[config.mk]
export PLATFORM = sky130hd
export DESIGN_NAME = irq_msg_requester
export DESIGN_NICKNAME = d
export VERILOG_FILES = /design/src/rtl/irq_req_pkg.sv /design/src/rtl/irq_msi_compose.sv /design/src/rtl/irq_legacy_decode.sv /design/src/rtl/irq_req_ctrl.sv /design/src/rtl/irq_msg_requester.sv
export SDC_FILE = /design/constraint.sdc
export NUM_CORES = 1
export LEC_CHECK = 0
export BUFFER_PORTS_ARGS = -buffer_cell sky130_fd_sc_hd__buf_2
export CORE_MARGIN = 2
export CORE_UTILIZATION = 46
export CTS_CLUSTER_DIAMETER = 100
export DETAILED_ROUTE_END_ITERATION = 12
export PLACE_DENSITY = 0.84
export SYNTH_ARGS = -nofsm -noshare
export SYNTH_HDL_FRONTEND = slang
export SYNTH_SLANG_ARGS = --single-unit
[constraint.sdc]
create_clock -name clk -period 4.4 [get_ports clk]
set_clock_uncertainty 0.2 [all_clocks]
set_input_delay 0.22 -clock clk [delete_from_list [all_inputs] [get_ports clk]]
set_output_delay 0.22 -clock clk [all_outputs]
set_load 0.05 [all_outputs]
[src/rtl/irq_req_pkg.sv]
package irq_req_pkg;
  localparam int VEC_W     = 8;
  localparam int MME_W     = 3;
  localparam int MME_LIMIT = 5;
  localparam int PIN_W     = 2;

  typedef enum logic [1:0] {
    ST_IDLE   = 2'd0,
    ST_OFFER  = 2'd1,
    ST_REJECT = 2'd2,
    ST_HOLD   = 2'd3
  } irq_state_e;

  // Number of vector bits that replace configured bits, clamped to the legal maximum.
  function automatic int unsigned mme_bits(input logic [MME_W-1:0] mme);
    return (int'(mme) > MME_LIMIT) ? MME_LIMIT : int'(mme);
  endfunction

  function automatic logic [VEC_W-1:0] msi_compose(
      input logic [VEC_W-1:0] cfg,
      input logic [VEC_W-1:0] vec,
      input logic [MME_W-1:0] mme);
    logic [VEC_W-1:0] mask;
    mask = VEC_W'((1 << mme_bits(mme)) - 1);
    return (cfg & ~mask) | (vec & mask);
  endfunction
endpackage

[src/rtl/irq_msi_compose.sv]
module irq_msi_compose
  import irq_req_pkg::*;
(
  input  logic [VEC_W-1:0] cfg,
  input  logic [VEC_W-1:0] vec,
  input  logic [MME_W-1:0] mme,
  output logic [VEC_W-1:0] data
);
  always_comb data = msi_compose(cfg, vec, mme);
endmodule

[src/rtl/irq_legacy_decode.sv]
module irq_legacy_decode
  import irq_req_pkg::*;
(
  input  logic [VEC_W-1:0] vec,
  output logic [PIN_W-1:0] pin,
  output logic             pin_ok
);
  always_comb begin
    pin    = vec[PIN_W-1:0];
    pin_ok = (vec[VEC_W-1:PIN_W] == '0);
  end
endmodule

[src/rtl/irq_req_ctrl.sv]
module irq_req_ctrl
  import irq_req_pkg::*;
(
  input  logic       clk,
  input  logic       rst_n,
  input  logic       req_n,
  input  logic       link_up,
  input  logic       msi_on,
  input  logic       pin_ok,
  input  logic       ready,
  output logic       load_evt,
  output logic       offer,
  output logic       grant_evt,
  output logic       reject
);
  irq_state_e state, state_nx;
  logic       take;

  always_comb begin
    take      = (state == ST_IDLE) && !req_n && link_up;
    load_evt  = take && (msi_on || pin_ok);
    offer     = (state == ST_OFFER);
    grant_evt = offer && ready;
    reject    = (state == ST_REJECT);
    state_nx  = state;
    unique case (state)
      ST_IDLE:   if (take) state_nx = load_evt ? ST_OFFER : ST_REJECT;
      ST_OFFER:  if (ready) state_nx = ST_HOLD;
      ST_REJECT: state_nx = ST_HOLD;
      ST_HOLD:   if (req_n) state_nx = ST_IDLE;
      default:   state_nx = ST_IDLE;
    endcase
  end

  always_ff @(posedge clk or negedge rst_n)
    if (!rst_n) state <= ST_IDLE;
    else        state <= state_nx;
endmodule

[src/rtl/irq_msg_requester.sv]
module irq_msg_requester
  import irq_req_pkg::*;
(
  input  logic             clk,
  input  logic             rst_n,
  input  logic             link_up,
  input  logic             irq_req_n,
  input  logic             irq_deassert,
  input  logic [VEC_W-1:0] irq_vector,
  input  logic             msi_on,
  input  logic [MME_W-1:0] mme,
  input  logic [VEC_W-1:0] msg_data_cfg,
  output logic             irq_grant_n,
  output logic             irq_error,
  output logic             desc_valid,
  input  logic             desc_ready,
  output logic             desc_is_msi,
  output logic [VEC_W-1:0] desc_data,
  output logic             desc_deassert,
  output logic [PIN_W-1:0] desc_pin,
  output logic [VEC_W-1:0] msg_data_out
);
  logic [VEC_W-1:0] msi_data;
  logic [PIN_W-1:0] leg_pin;
  logic             pin_ok;
  logic             load_evt;
  logic             grant_evt;

  irq_msi_compose u_compose (
    .cfg (msg_data_cfg), .vec (irq_vector), .mme (mme), .data (msi_data)
  );

  irq_legacy_decode u_legacy (
    .vec (irq_vector), .pin (leg_pin), .pin_ok (pin_ok)
  );

  irq_req_ctrl u_ctrl (
    .clk (clk), .rst_n (rst_n), .req_n (irq_req_n), .link_up (link_up),
    .msi_on (msi_on), .pin_ok (pin_ok), .ready (desc_ready),
    .load_evt (load_evt), .offer (desc_valid), .grant_evt (grant_evt),
    .reject (irq_error)
  );

  always_ff @(posedge clk or negedge rst_n)
    if (!rst_n) begin
      desc_is_msi   <= 1'b0;
      desc_data     <= '0;
      desc_deassert <= 1'b0;
      desc_pin      <= '0;
    end else if (load_evt) begin
      desc_is_msi   <= msi_on;
      desc_data     <= msi_on ? msi_data : '0;
      desc_deassert <= msi_on ? 1'b0 : irq_deassert;
      desc_pin      <= msi_on ? '0 : leg_pin;
    end

  assign irq_grant_n  = !grant_evt;
  assign msg_data_out = msg_data_cfg;
endmodule

==> results of run 1 <==
==> worst paths after layout <==
kind,endpoint,startpoint,depth (start not counted)
min reg2reg,desc_data[4]$_DFFE_PN0P_,desc_data[4]$_DFFE_PN0P_,1
max in group asynchronous,desc_data[7]$_DFFE_PN0P_,rst_n,2
min,desc_data[2]$_DFFE_PN0P_,msg_data_cfg[2],3
max,u_ctrl.state[1]$_DFFE_PN0P_,u_ctrl.state[1]$_DFFE_PN0P_,5
min in group asynchronous,desc_deassert$_DFFE_PN0P_,rst_n,2
max reg2reg,u_ctrl.state[1]$_DFFE_PN0P_,u_ctrl.state[1]$_DFFE_PN0P_,5
==> cells by family after synthesis <==
group | Yosys count | synth area share, %
AOI/OAI and AO/OA | 17 | 17.6
xor gates and xnor gates | 1 | 1.03
adders and majority gates | 6 | 8.85
buffers and inverters | 13 | 10.2
DFF | 14 | 41.3
muxes | 7 | 8.41
and+or+nand+nor | 17 | 12.7
==> worst min-delay path: stages <==
cell                        delay, ps
sky130_fd_sc_hd__buf_2             80
sky130_fd_sc_hd__mux2i_1           60
sky130_fd_sc_hd__o2bb2ai_1        110
==> layout make-up <==
type / instances / area (um2) / area share, %
flip-flops and latches: 14 / 350 / 30.6
repair buffers: 54 / 300 / 26.2
multi-input cells: 48 / 412 / 36.0
well taps: 25 / 31.3 / 2.73
clock buffers: 4 / 36.3 / 3.17
inverters: 4 / 15.0 / 1.31
==> metrics by stage <==
step / setup slack (ps) / power [W]
detailed placement: 2220 / 0.000625
global placement: 2300 / 0.000613
global route: 2010 / 0.000762
finish: 2130 / 0.000725
CTS: 2180 / 0.000725
floorplan: 2100 / 0.000537
==> cell usage in the layout, fill, tap and decap left out <==
master and instances:
sky130_fd_sc_hd__inv_1 4, sky130_fd_sc_hd__buf_2 48, sky130_fd_sc_hd__mux2_2 1, sky130_fd_sc_hd__o21ai_2 1, sky130_fd_sc_hd__a22o_1 2, sky130_fd_sc_hd__o2bb2ai_1 6
sky130_fd_sc_hd__clkbuf_8 1, sky130_fd_sc_hd__nor3b_1 1, sky130_fd_sc_hd__a222oi_1 1, sky130_fd_sc_hd__dlygate4sd3_1 6, sky130_fd_sc_hd__dfrtp_1 14, sky130_fd_sc_hd__ha_1 6
sky130_fd_sc_hd__o221ai_1 1, sky130_fd_sc_hd__o21ai_0 1, sky130_fd_sc_hd__nor2_1 1, sky130_fd_sc_hd__nor2b_1 1, sky130_fd_sc_hd__clkbuf_4 3, sky130_fd_sc_hd__nor3_4 1
sky130_fd_sc_hd__nand2b_1 1, sky130_fd_sc_hd__mux2i_1 6, sky130_fd_sc_hd__or4_4 1, sky130_fd_sc_hd__xnor2_1 1, sky130_fd_sc_hd__a31o_1 1, sky130_fd_sc_hd__nand2_1 7
sky130_fd_sc_hd__a21o_1 1, sky130_fd_sc_hd__and3b_2 1, sky130_fd_sc_hd__a22o_2 3, sky130_fd_sc_hd__and2_1 1, sky130_fd_sc_hd__and3_2 1, sky130_fd_sc_hd__or3_1 1
==> state kept, by name, indices dropped and copies added, names as in the netlist <==
| signal | count |
|---|---|
| desc_pin | 2 |
| u_ctrl.state | 2 |
| desc_is_msi | 1 |
| desc_data | 8 |
| desc_deassert | 1 |
==> report_power, final <==
part	total [W]	switching (W)	internal, W
Clock	0.0000964	0.0000460	0.0000505
Sequential	0.000206	0.0000281	0.000178
Combinational	0.000423	0.000295	0.000128
Total	0.000725	0.000369	0.000357
==> metal layers <==
layer	vias up	part of all wire, %	global-route usage [%]
li1	363	-	-
met1	339	40	20.0
met2	44	48	33.2
met3	5	9.9	3.46
met4	0	1.6	8.33
met5	-	0	0
==> flow_summary.toml, run 1 <==
[detailed_routing]
drt_first_iter_violations = 16
avgViaCountPerCell = 5.04
postRouteAntennaNets = 0
wirelength_um = 1900
detail_route.first_pass.iterations = 4
avgRoutedWirePerCell_um = 12.7
route.vias.total = 751
drcViolationCount = 0

[setup_path]
crit_buf_inv = 1
slowest_stage = "sky130_fd_sc_hd__a222oi_1"
cell_by_cell_listing_of_the_critical_path = "inv_1 -> ha_1 -> a222oi_1 -> mux2_2 -> a31o_1"
timing.critical_path.from_type = "flop"
crit_path_max_incr_delay_ps = 650
timing.setup.critical_path_class = "reg -> reg"
timing.critical_path.arrival_ps = 2250
required_ps = 4390
cp_top_family = "compound AO/OA/AOI/OAI gates"
regToRegSetupSlack_ps = 2130
endpoint_kind = "flop"
critical_path_peak_fanout = 5

[yosys]
postSynthCellCount = 75
synth.net_count = 107
postSynthRegisterBits = 14
ys_async_sr_fraction_pct = 100
synth.avg_cell_area_um2 = 11.3
synthMostInstantiatedCell = "sky130_fd_sc_hd__dfrtp_1"
synth.cell_area_um2 = 848
postSynth.topFlopCell = "sky130_fd_sc_hd__dfrtp_1"
synth_area_leader_cell = "sky130_fd_sc_hd__dfrtp_1"
synth.top_cells.by_count = "sky130_fd_sc_hd__dfrtp_1, sky130_fd_sc_hd__buf_4, sky130_fd_sc_hd__nand2_1"
synth_top_area_share_pct = 41.3
synth.top_cells.by_area = "sky130_fd_sc_hd__dfrtp_1, sky130_fd_sc_hd__ha_1, sky130_fd_sc_hd__mux2i_1"
distinct_cell_type_count_of_the_synthesized_netlist = 28
yosys_warnings = 0
synth_enable_flop_cells = 0
synth_seq_area_share_pct = 41.3

[timing]
tightest_slew_ps = 697
finalHoldViolations = 0
drv_slew = 0
post-route-min-period_ps = 2270
fin_tns_setup_ps = 0
finalHoldWorstSlack_ps = 21.8
final-setup-viol-count = 0
min_period_over_period_pct = 51.5
achievable_frequency_mhz = 441
relSlewSlack_pct = 53.5
setup_repair_after_global_routing_missed_its_margin = "false"

[grt]
grt_antenna_before_repair = 0
grt_remaining_overflow = 0
global_route.usage.total_pct = 18.1
grt_max_degree = 15
grt_pass1_wl_um = 2770
grt_pass1_vias = 686

[floorplanning]
coreArea_um2 = 1730
initial_core_util_pct = 49.1
placement_rows = 15
pin_count = 49
die_x_um = 46.9
floorplan.die_area_um2 = 2200
fp.dieH_um = 46.9

[clocking]
cts_made_buffers = 3
cts_tree = "built"
worst_skew_pair.late_latency_ps = 290
cts_buffer_depth = 2
clock_sink_total = 14
clockRootBuffer = "sky130_fd_sc_hd__clkbuf_4"
cts-htree-levels = 1
cts_resized = 0
cts.reportedPaths.clkPinSlew_ps = 90
postCtsSetupBuffers = 0
cts_hold_buf = 6

[power_and_ir_drop]
irDropWorstVdd_v = 0.000427
power_per_cell_area_nw_per_um2 = 634
static-leakage-power_nw = 0.613

[placement]
port-buffer-count = 48
dpl.cell_count = 139
place.gp.congestion = 0.765
postPlaceCellArea_um2 = 1050
hpwlAfterDp_um = 1450

[finish]
fraction_of_final_layout_cells_with_drive_strength_greater_than_1_pct = 49.2
diodes = 0
design_area_um2 = 1140
final-instance-count-excl-fill = 149
final_net_count = 157
n_fill_cell = 152
syn_to_final_growth_pct = 35.0
postLayoutCoreUtil_pct = 66.3

[run]
count_of_max_cap_constraint_violations = 0

[status]
outcome = "complete, no violations"

[worst_hold_path]
holdCritPathClass = "in -> reg"
Note: power is estimated with default switching activity, not from simulation.
==> run 2: changes to the inputs <==
Settings changed: ABC_AREA set to 1, CORE_UTILIZATION 46 to 43, PLACE_DENSITY 0.84 to 0.78.
Clock period 4.4 ns to 2.1 ns, I/O delays scaled along.
==> run 2 against run 1 <==
Synthesized area increased by 6.5%; utilization is 5.8 points higher; worst setup slack worse by 2000 ps; highest routed layer unchanged; final cell count grew 44%; synthesized cell count is 56% higher; largest cell class is now buffers; sequential cell count unchanged.
==> flow_summary.toml, run 2 <==
[finish]
syn_to_final_growth_pct = 56.6
diodes = 0
max_flop_register = "desc_data"
multiInputGateArea_um2 = 447
layout_common_cells = "sky130_fd_sc_hd__buf_2, sky130_fd_sc_hd__nand2_1, sky130_fd_sc_hd__dlygate4sd3_1"
ff_latch_area_um2 = 350
n_fill_cell = 144
fraction_of_final_layout_cells_with_drive_strength_greater_than_1_pct = 36.9
largest_register_ffs = 8
layout_commonest_cell = "sky130_fd_sc_hd__buf_2"
final_net_count = 220
postLayoutCoreUtil_pct = 72.1
reg.largest.list = "desc_data x8, desc_pin x2, u_ctrl.state x2"

[detailed_routing]
avgRoutedWirePerCell_um = 12.7
detail_route.first_pass.iterations = 4
route.vias.total = 1039
drt_first_iter_violations = 39
avgViaCountPerCell = 4.86
wirelength_um = 2720
drcViolationCount = 0
postRouteAntennaNets = 0

[setup_path]
timing.critical_path.arrival_ps = 2050
cell_by_cell_listing_of_the_critical_path = "inv_2 -> ha_4 -> nand2_2 -> nor2_4 -> nand2_4 -> clkinv_4 -> nand3_1 -> dlygate4sd3_1 -> nand2_1"
endpoint_kind = "flop"
crit_path_max_incr_delay_ps = 570
timing.setup.critical_path_class = "reg -> reg"
timing.critical_path.from_type = "flop"
required_ps = 2140
regToRegSetupSlack_ps = 100
slowest_stage = "sky130_fd_sc_hd__dlygate4sd3_1"
critical_path_peak_fanout = 5

[yosys]
postSynthRegisterBits = 14
synth.top_cells.by_count = "sky130_fd_sc_hd__nand2_1, sky130_fd_sc_hd__dfrtp_1, sky130_fd_sc_hd__inv_1, sky130_fd_sc_hd__nand3_1, sky130_fd_sc_hd__nor2_1"
distinct_cell_type_count_of_the_synthesized_netlist = 19
synth_area_leader_cell = "sky130_fd_sc_hd__dfrtp_1"
synth.avg_cell_area_um2 = 7.72
postSynthCellCount = 117
synth_top_area_share_pct = 38.8
synth.cell_area_um2 = 903
synth_seq_area_share_pct = 38.8
synth.net_count = 149
yosys_warnings = 0
ys_async_sr_fraction_pct = 100
synthMostInstantiatedCell = "sky130_fd_sc_hd__nand2_1"
synth.top_cells.by_area = "sky130_fd_sc_hd__dfrtp_1, sky130_fd_sc_hd__nand2_1, sky130_fd_sc_hd__ha_1"
synth_enable_flop_cells = 0
postSynth.topFlopCell = "sky130_fd_sc_hd__dfrtp_1"

[power_and_ir_drop]
power_per_cell_area_nw_per_um2 = 1180
irDropWorstVdd_v = 0.000883
post-layout-total-power_w = 0.00167
static-leakage-power_nw = 0.792

[status]
outcome = "complete, no violations"

[timing]
achievable_frequency_mhz = 499
final-setup-viol-count = 0
finalHoldViolations = 0
relSlewSlack_pct = 77.5
post-route-min-period_ps = 2000
tightest_slew_ps = 337
drv_slew = 0
min_period_over_period_pct = 95.4
finalHoldWorstSlack_ps = 15.9

[floorplanning]
floorplan.die_area_um2 = 2480
initial_core_util_pct = 46.0
placement_rows = 16
pin_count = 49
die_x_um = 49.8
fp.dieH_um = 49.8
coreArea_um2 = 1960

[placement]
port-buffer-count = 48
hpwlAfterDp_um = 1680
place.gp.congestion = 0.807

[grt]
grt_pass1_wl_um = 4150
grt_max_degree = 15
grt_remaining_overflow = 0
grt_antenna_before_repair = 0
grt_pass1_vias = 995
global_route.usage.total_pct = 22.0

[clocking]
cts_tree = "built"
cts_made_buffers = 3
clock_sink_total = 14
worst_skew_pair.late_latency_ps = 290
cts.reportedPaths.clkPinSlew_ps = 90
cts-htree-levels = 1
clockRootBuffer = "sky130_fd_sc_hd__clkbuf_4"
cts_buffer_depth = 2

[run]
count_of_max_cap_constraint_violations = 0

[worst_hold_path]
holdCritPathClass = "in -> reg"
[run 2: layer usage]
metal	global-route usage, %	up-vias	part of all wire (%)
met5	0	-	0
met4	11.1	0	3.4
met3	6.06	12	8.7
li1	-	503	-
met2	38.2	58	50
met1	24.4	466	38
[run 2: per-stage QoR]
| stage | instance area [um2] | cells | setup TNS [ps] | setup WS (ps) |
|---|---|---|---|---|
| 2_1_floorplan | 903 | 117 | 0 | 384 |
| 3_3_place_gp | 1110 | 183 | 0 | 547 |
| 3_5_place_dp | 1110 | 183 | 0 | 481 |
| 4_1_cts | 1360 | 209 | 0 | 47.9 |
| 5_1_grt | 1420 | 214 | -3.34 | -3.34 |
| 6_report | 1420 | 214 | 0 | 97.1 |
[run 2: worst max-delay path, delay by kind of cell (launching register included)]
kind	cells	cell delay (ps)
simple gates	5	430
buf+inv	3	750
fa+ha+maj	1	150
flops	1	430
[run 2: repair_timing]
| action | in CTS | in global routing |
|---|---|---|
| setup endpoints to repair | 0 | 6 |
| buffers inserted | 0 | 5 |
| gates resized for setup | 0 | 5 |
| hold buffers | 22 | 0 |
| hold endpoints to repair | 26 | 0 |
[run 2: layout make-up]
class / count / share of cell area (%)
Clock buffer: 4 / 2.56
Inverter: 12 / 3.54
Multi-Input combinational cell: 82 / 31.6
Sequential cell: 14 / 24.8
Tap cell: 27 / 2.39
Timing Repair Buffer: 75 / 35.2
[run 2: where the power goes]
group          switching, W  internal [W]  leakage (nW)  total (W)
Combinational      0.000712      0.000304         0.593    0.00102
Clock             0.0000972      0.000106        0.0210   0.000203
Sequential        0.0000742      0.000378         0.178   0.000452
Total              0.000884      0.000788         0.792    0.00167
[run 2: cells by family (layout without fill, tap and decap cells)]
group	count (synthesis)	in the layout	synth area share [%]
adder cells (fa/ha/maj)	6	6	8.31
AND/OR/NAND/NOR	66	66	32.4
flip-flops	14	14	38.8
buffers and inverters	21	91	13.4
multiplexers	2	2	2.22
AO/OA/AOI/OAI	8	8	4.85
[run 2: worst paths after layout]
kind	from	end	depth (start not counted)
worst min register to register	desc_is_msi$_DFFE_PN0P_	desc_is_msi$_DFFE_PN0P_	2
worst max register to register	u_ctrl.state[0]$_DFFE_PN0P_	desc_data[2]$_DFFE_PN0P_	9
worst max-delay path	u_ctrl.state[0]$_DFFE_PN0P_	desc_data[2]$_DFFE_PN0P_	9
worst min-delay path	mme[1]	desc_data[6]$_DFFE_PN0P_	4
min in group asynchronous	rst_n	desc_is_msi$_DFFE_PN0P_	2
max in group asynchronous	rst_n	u_ctrl.state[0]$_DFFE_PN0P_	2
==> run 3: changes to the inputs <==
Settings changed: RECOVER_POWER set to 25.
==> run 3 against run 2 <==
Sequential share of layout area barely moved; clock power barely moved; sequential power barely moved; combinational power about the same; non-clock buffer count did not move; utilization fell by 0.064 points; worst hold slack gained 6.9 ps; largest cell class unchanged.
==> flow_summary.toml, run 3 (synthesis results as in run 2) <==
[timing]
min_period_over_period_pct = 95.2
relSlewSlack_pct = 46.7
finalHoldWorstSlack_ps = 22.8
drv_slew = 0
tightest_slew_ps = 800
achievable_frequency_mhz = 500
finalHoldViolations = 0
post-route-min-period_ps = 2000
final-setup-viol-count = 0

[finish]
final-instance-count-excl-fill = 214
ff_latch_area_um2 = 350
largest_register_ffs = 8
final_net_count = 220
diodes = 0
multiInputGateArea_um2 = 447
layout_common_cells = "sky130_fd_sc_hd__buf_2, sky130_fd_sc_hd__nand2_1, sky130_fd_sc_hd__dlygate4sd3_1"
design_area_um2 = 1410
max_flop_register = "desc_data"
syn_to_final_growth_pct = 56.5
layout_commonest_cell = "sky130_fd_sc_hd__buf_2"
postLayoutCoreUtil_pct = 72.1
fraction_of_final_layout_cells_with_drive_strength_greater_than_1_pct = 36.4
reg.largest.list = "desc_data x8, desc_pin x2, u_ctrl.state x2"
n_fill_cell = 145

[clocking]
cts_made_buffers = 3
cts_buffer_depth = 2
clockRootBuffer = "sky130_fd_sc_hd__clkbuf_4"
worst_skew_pair.late_latency_ps = 280
cts_tree = "built"
clock_sink_total = 14
cts-htree-levels = 1
cts.reportedPaths.clkPinSlew_ps = 90

[placement]
dpl.cell_count = 183
port-buffer-count = 48
postPlaceCellArea_um2 = 1110
place.gp.congestion = 0.807
hpwlAfterDp_um = 1680

[detailed_routing]
detail_route.first_pass.iterations = 4
drcViolationCount = 0
route.vias.total = 1048
postRouteAntennaNets = 0
avgViaCountPerCell = 4.90
wirelength_um = 2700
drt_first_iter_violations = 43
avgRoutedWirePerCell_um = 12.6

[setup_path]
cp_top_family = "buffers and inverters"
cell_by_cell_listing_of_the_critical_path = "inv_2 -> ha_4 -> nand2_2 -> nor2_4 -> nand2_4 -> clkinv_4 -> nand3_1 -> dlygate4sd3_1 -> nand2_1"
crit_buf_inv = 3
regToRegSetupSlack_ps = 100
required_ps = 2140
crit_path_max_incr_delay_ps = 570
slowest_stage = "sky130_fd_sc_hd__dlygate4sd3_1"
timing.critical_path.arrival_ps = 2040
timing.setup.critical_path_class = "reg -> reg"
critical_path_peak_fanout = 5
endpoint_kind = "flop"
timing.critical_path.from_type = "flop"

[floorplanning]
initial_core_util_pct = 46.0
die_x_um = 49.8
placement_rows = 16
floorplan.die_area_um2 = 2480
coreArea_um2 = 1960
fp.dieH_um = 49.8
pin_count = 49

[grt]
grt_pass1_vias = 995
grt_pass1_wl_um = 4150
grt_remaining_overflow = 0
global_route.usage.total_pct = 22.0
grt_max_degree = 15
grt_antenna_before_repair = 0

[power_and_ir_drop]
power_per_cell_area_nw_per_um2 = 1180
irDropWorstVdd_v = 0.000889
post-layout-total-power_w = 0.00167
static-leakage-power_nw = 0.789

[worst_hold_path]
holdCritPathClass = "in -> reg"

[status]
outcome = "complete, no violations"

[run]
count_of_max_cap_constraint_violations = 0
-- run 3: cell types whose count changed in the layout (fill, tap and decap cells not counted), sizes merged --
cell / before / now
buf: 53 / 52
clkbuf: 4 / 5
-- run 3: per-layer routing --
| metal | routed length, um | track usage, % | vias up |
|---|---|---|---|
| met3 | 207 | 6.06 | 11 |
| met4 | 87 | 11.1 | 0 |
| met2 | 1370 | 38.2 | 55 |
| li1 | - | - | 501 |
| met5 | 0 | 0 | - |
| met1 | 1030 | 24.4 | 481 |
-- run 3: stage by stage --
step,setup TNS (ps),worst slack [ps]
after floorplan,0,384
after global placement,0,547
after detailed placement,0,481
after CTS,0,47.9
after global routing,-3.34,-3.34
final,0,101
-- run 3: report_power, final --
group / internal, W / total, W / switching, W
combinational: 0.000304 / 0.00102 / 0.000713
sequential: 0.000377 / 0.000451 / 0.0000732
clock: 0.000106 / 0.000202 / 0.0000959
total: 0.000787 / 0.00167 / 0.000882
-- run 3: layout make-up --
class                      count  area share [%]
multi-input combinational     82            31.6
inverter                      12            3.54
tap                           27            2.39
sequential                    14            24.8
clock buffer                   4            2.57
timing repair buffer          75            35.1
-- run 3: path summary, 6_finish.rpt --
| check | cells after the start | to | start |
|---|---|---|---|
| setup / recovery | 9 | desc_data[2]$_DFFE_PN0P_ | u_ctrl.state[0]$_DFFE_PN0P_ |
| hold / removal | 4 | desc_data[6]$_DFFE_PN0P_ | mme[1] |
| setup reg to reg | 9 | desc_data[2]$_DFFE_PN0P_ | u_ctrl.state[0]$_DFFE_PN0P_ |
| hold reg to reg | 2 | desc_is_msi$_DFFE_PN0P_ | desc_is_msi$_DFFE_PN0P_ |
| max in group asynchronous | 2 | u_ctrl.state[0]$_DFFE_PN0P_ | rst_n |
| min in group asynchronous | 2 | desc_data[0]$_DFFE_PN0P_ | rst_n |
-- run 3: worst reg2reg max path: stages (launching register included) --
cell and delay, ps:
sky130_fd_sc_hd__dfrtp_1 430, sky130_fd_sc_hd__inv_2 110, sky130_fd_sc_hd__ha_4 150, sky130_fd_sc_hd__nand2_2 60, sky130_fd_sc_hd__nor2_4 150, sky130_fd_sc_hd__nand2_4 80, sky130_fd_sc_hd__clkinv_4 70, sky130_fd_sc_hd__nand3_1 80
sky130_fd_sc_hd__dlygate4sd3_1 570, sky130_fd_sc_hd__nand2_1 60
-- run 3: repair_timing --
item / CTS / global route
hold endpoints to repair: 26 / 0
resized for setup: 0 / 5
buffers inserted: 0 / 5
setup endpoints to repair: 0 / 6
hold buffers: 22 / 0
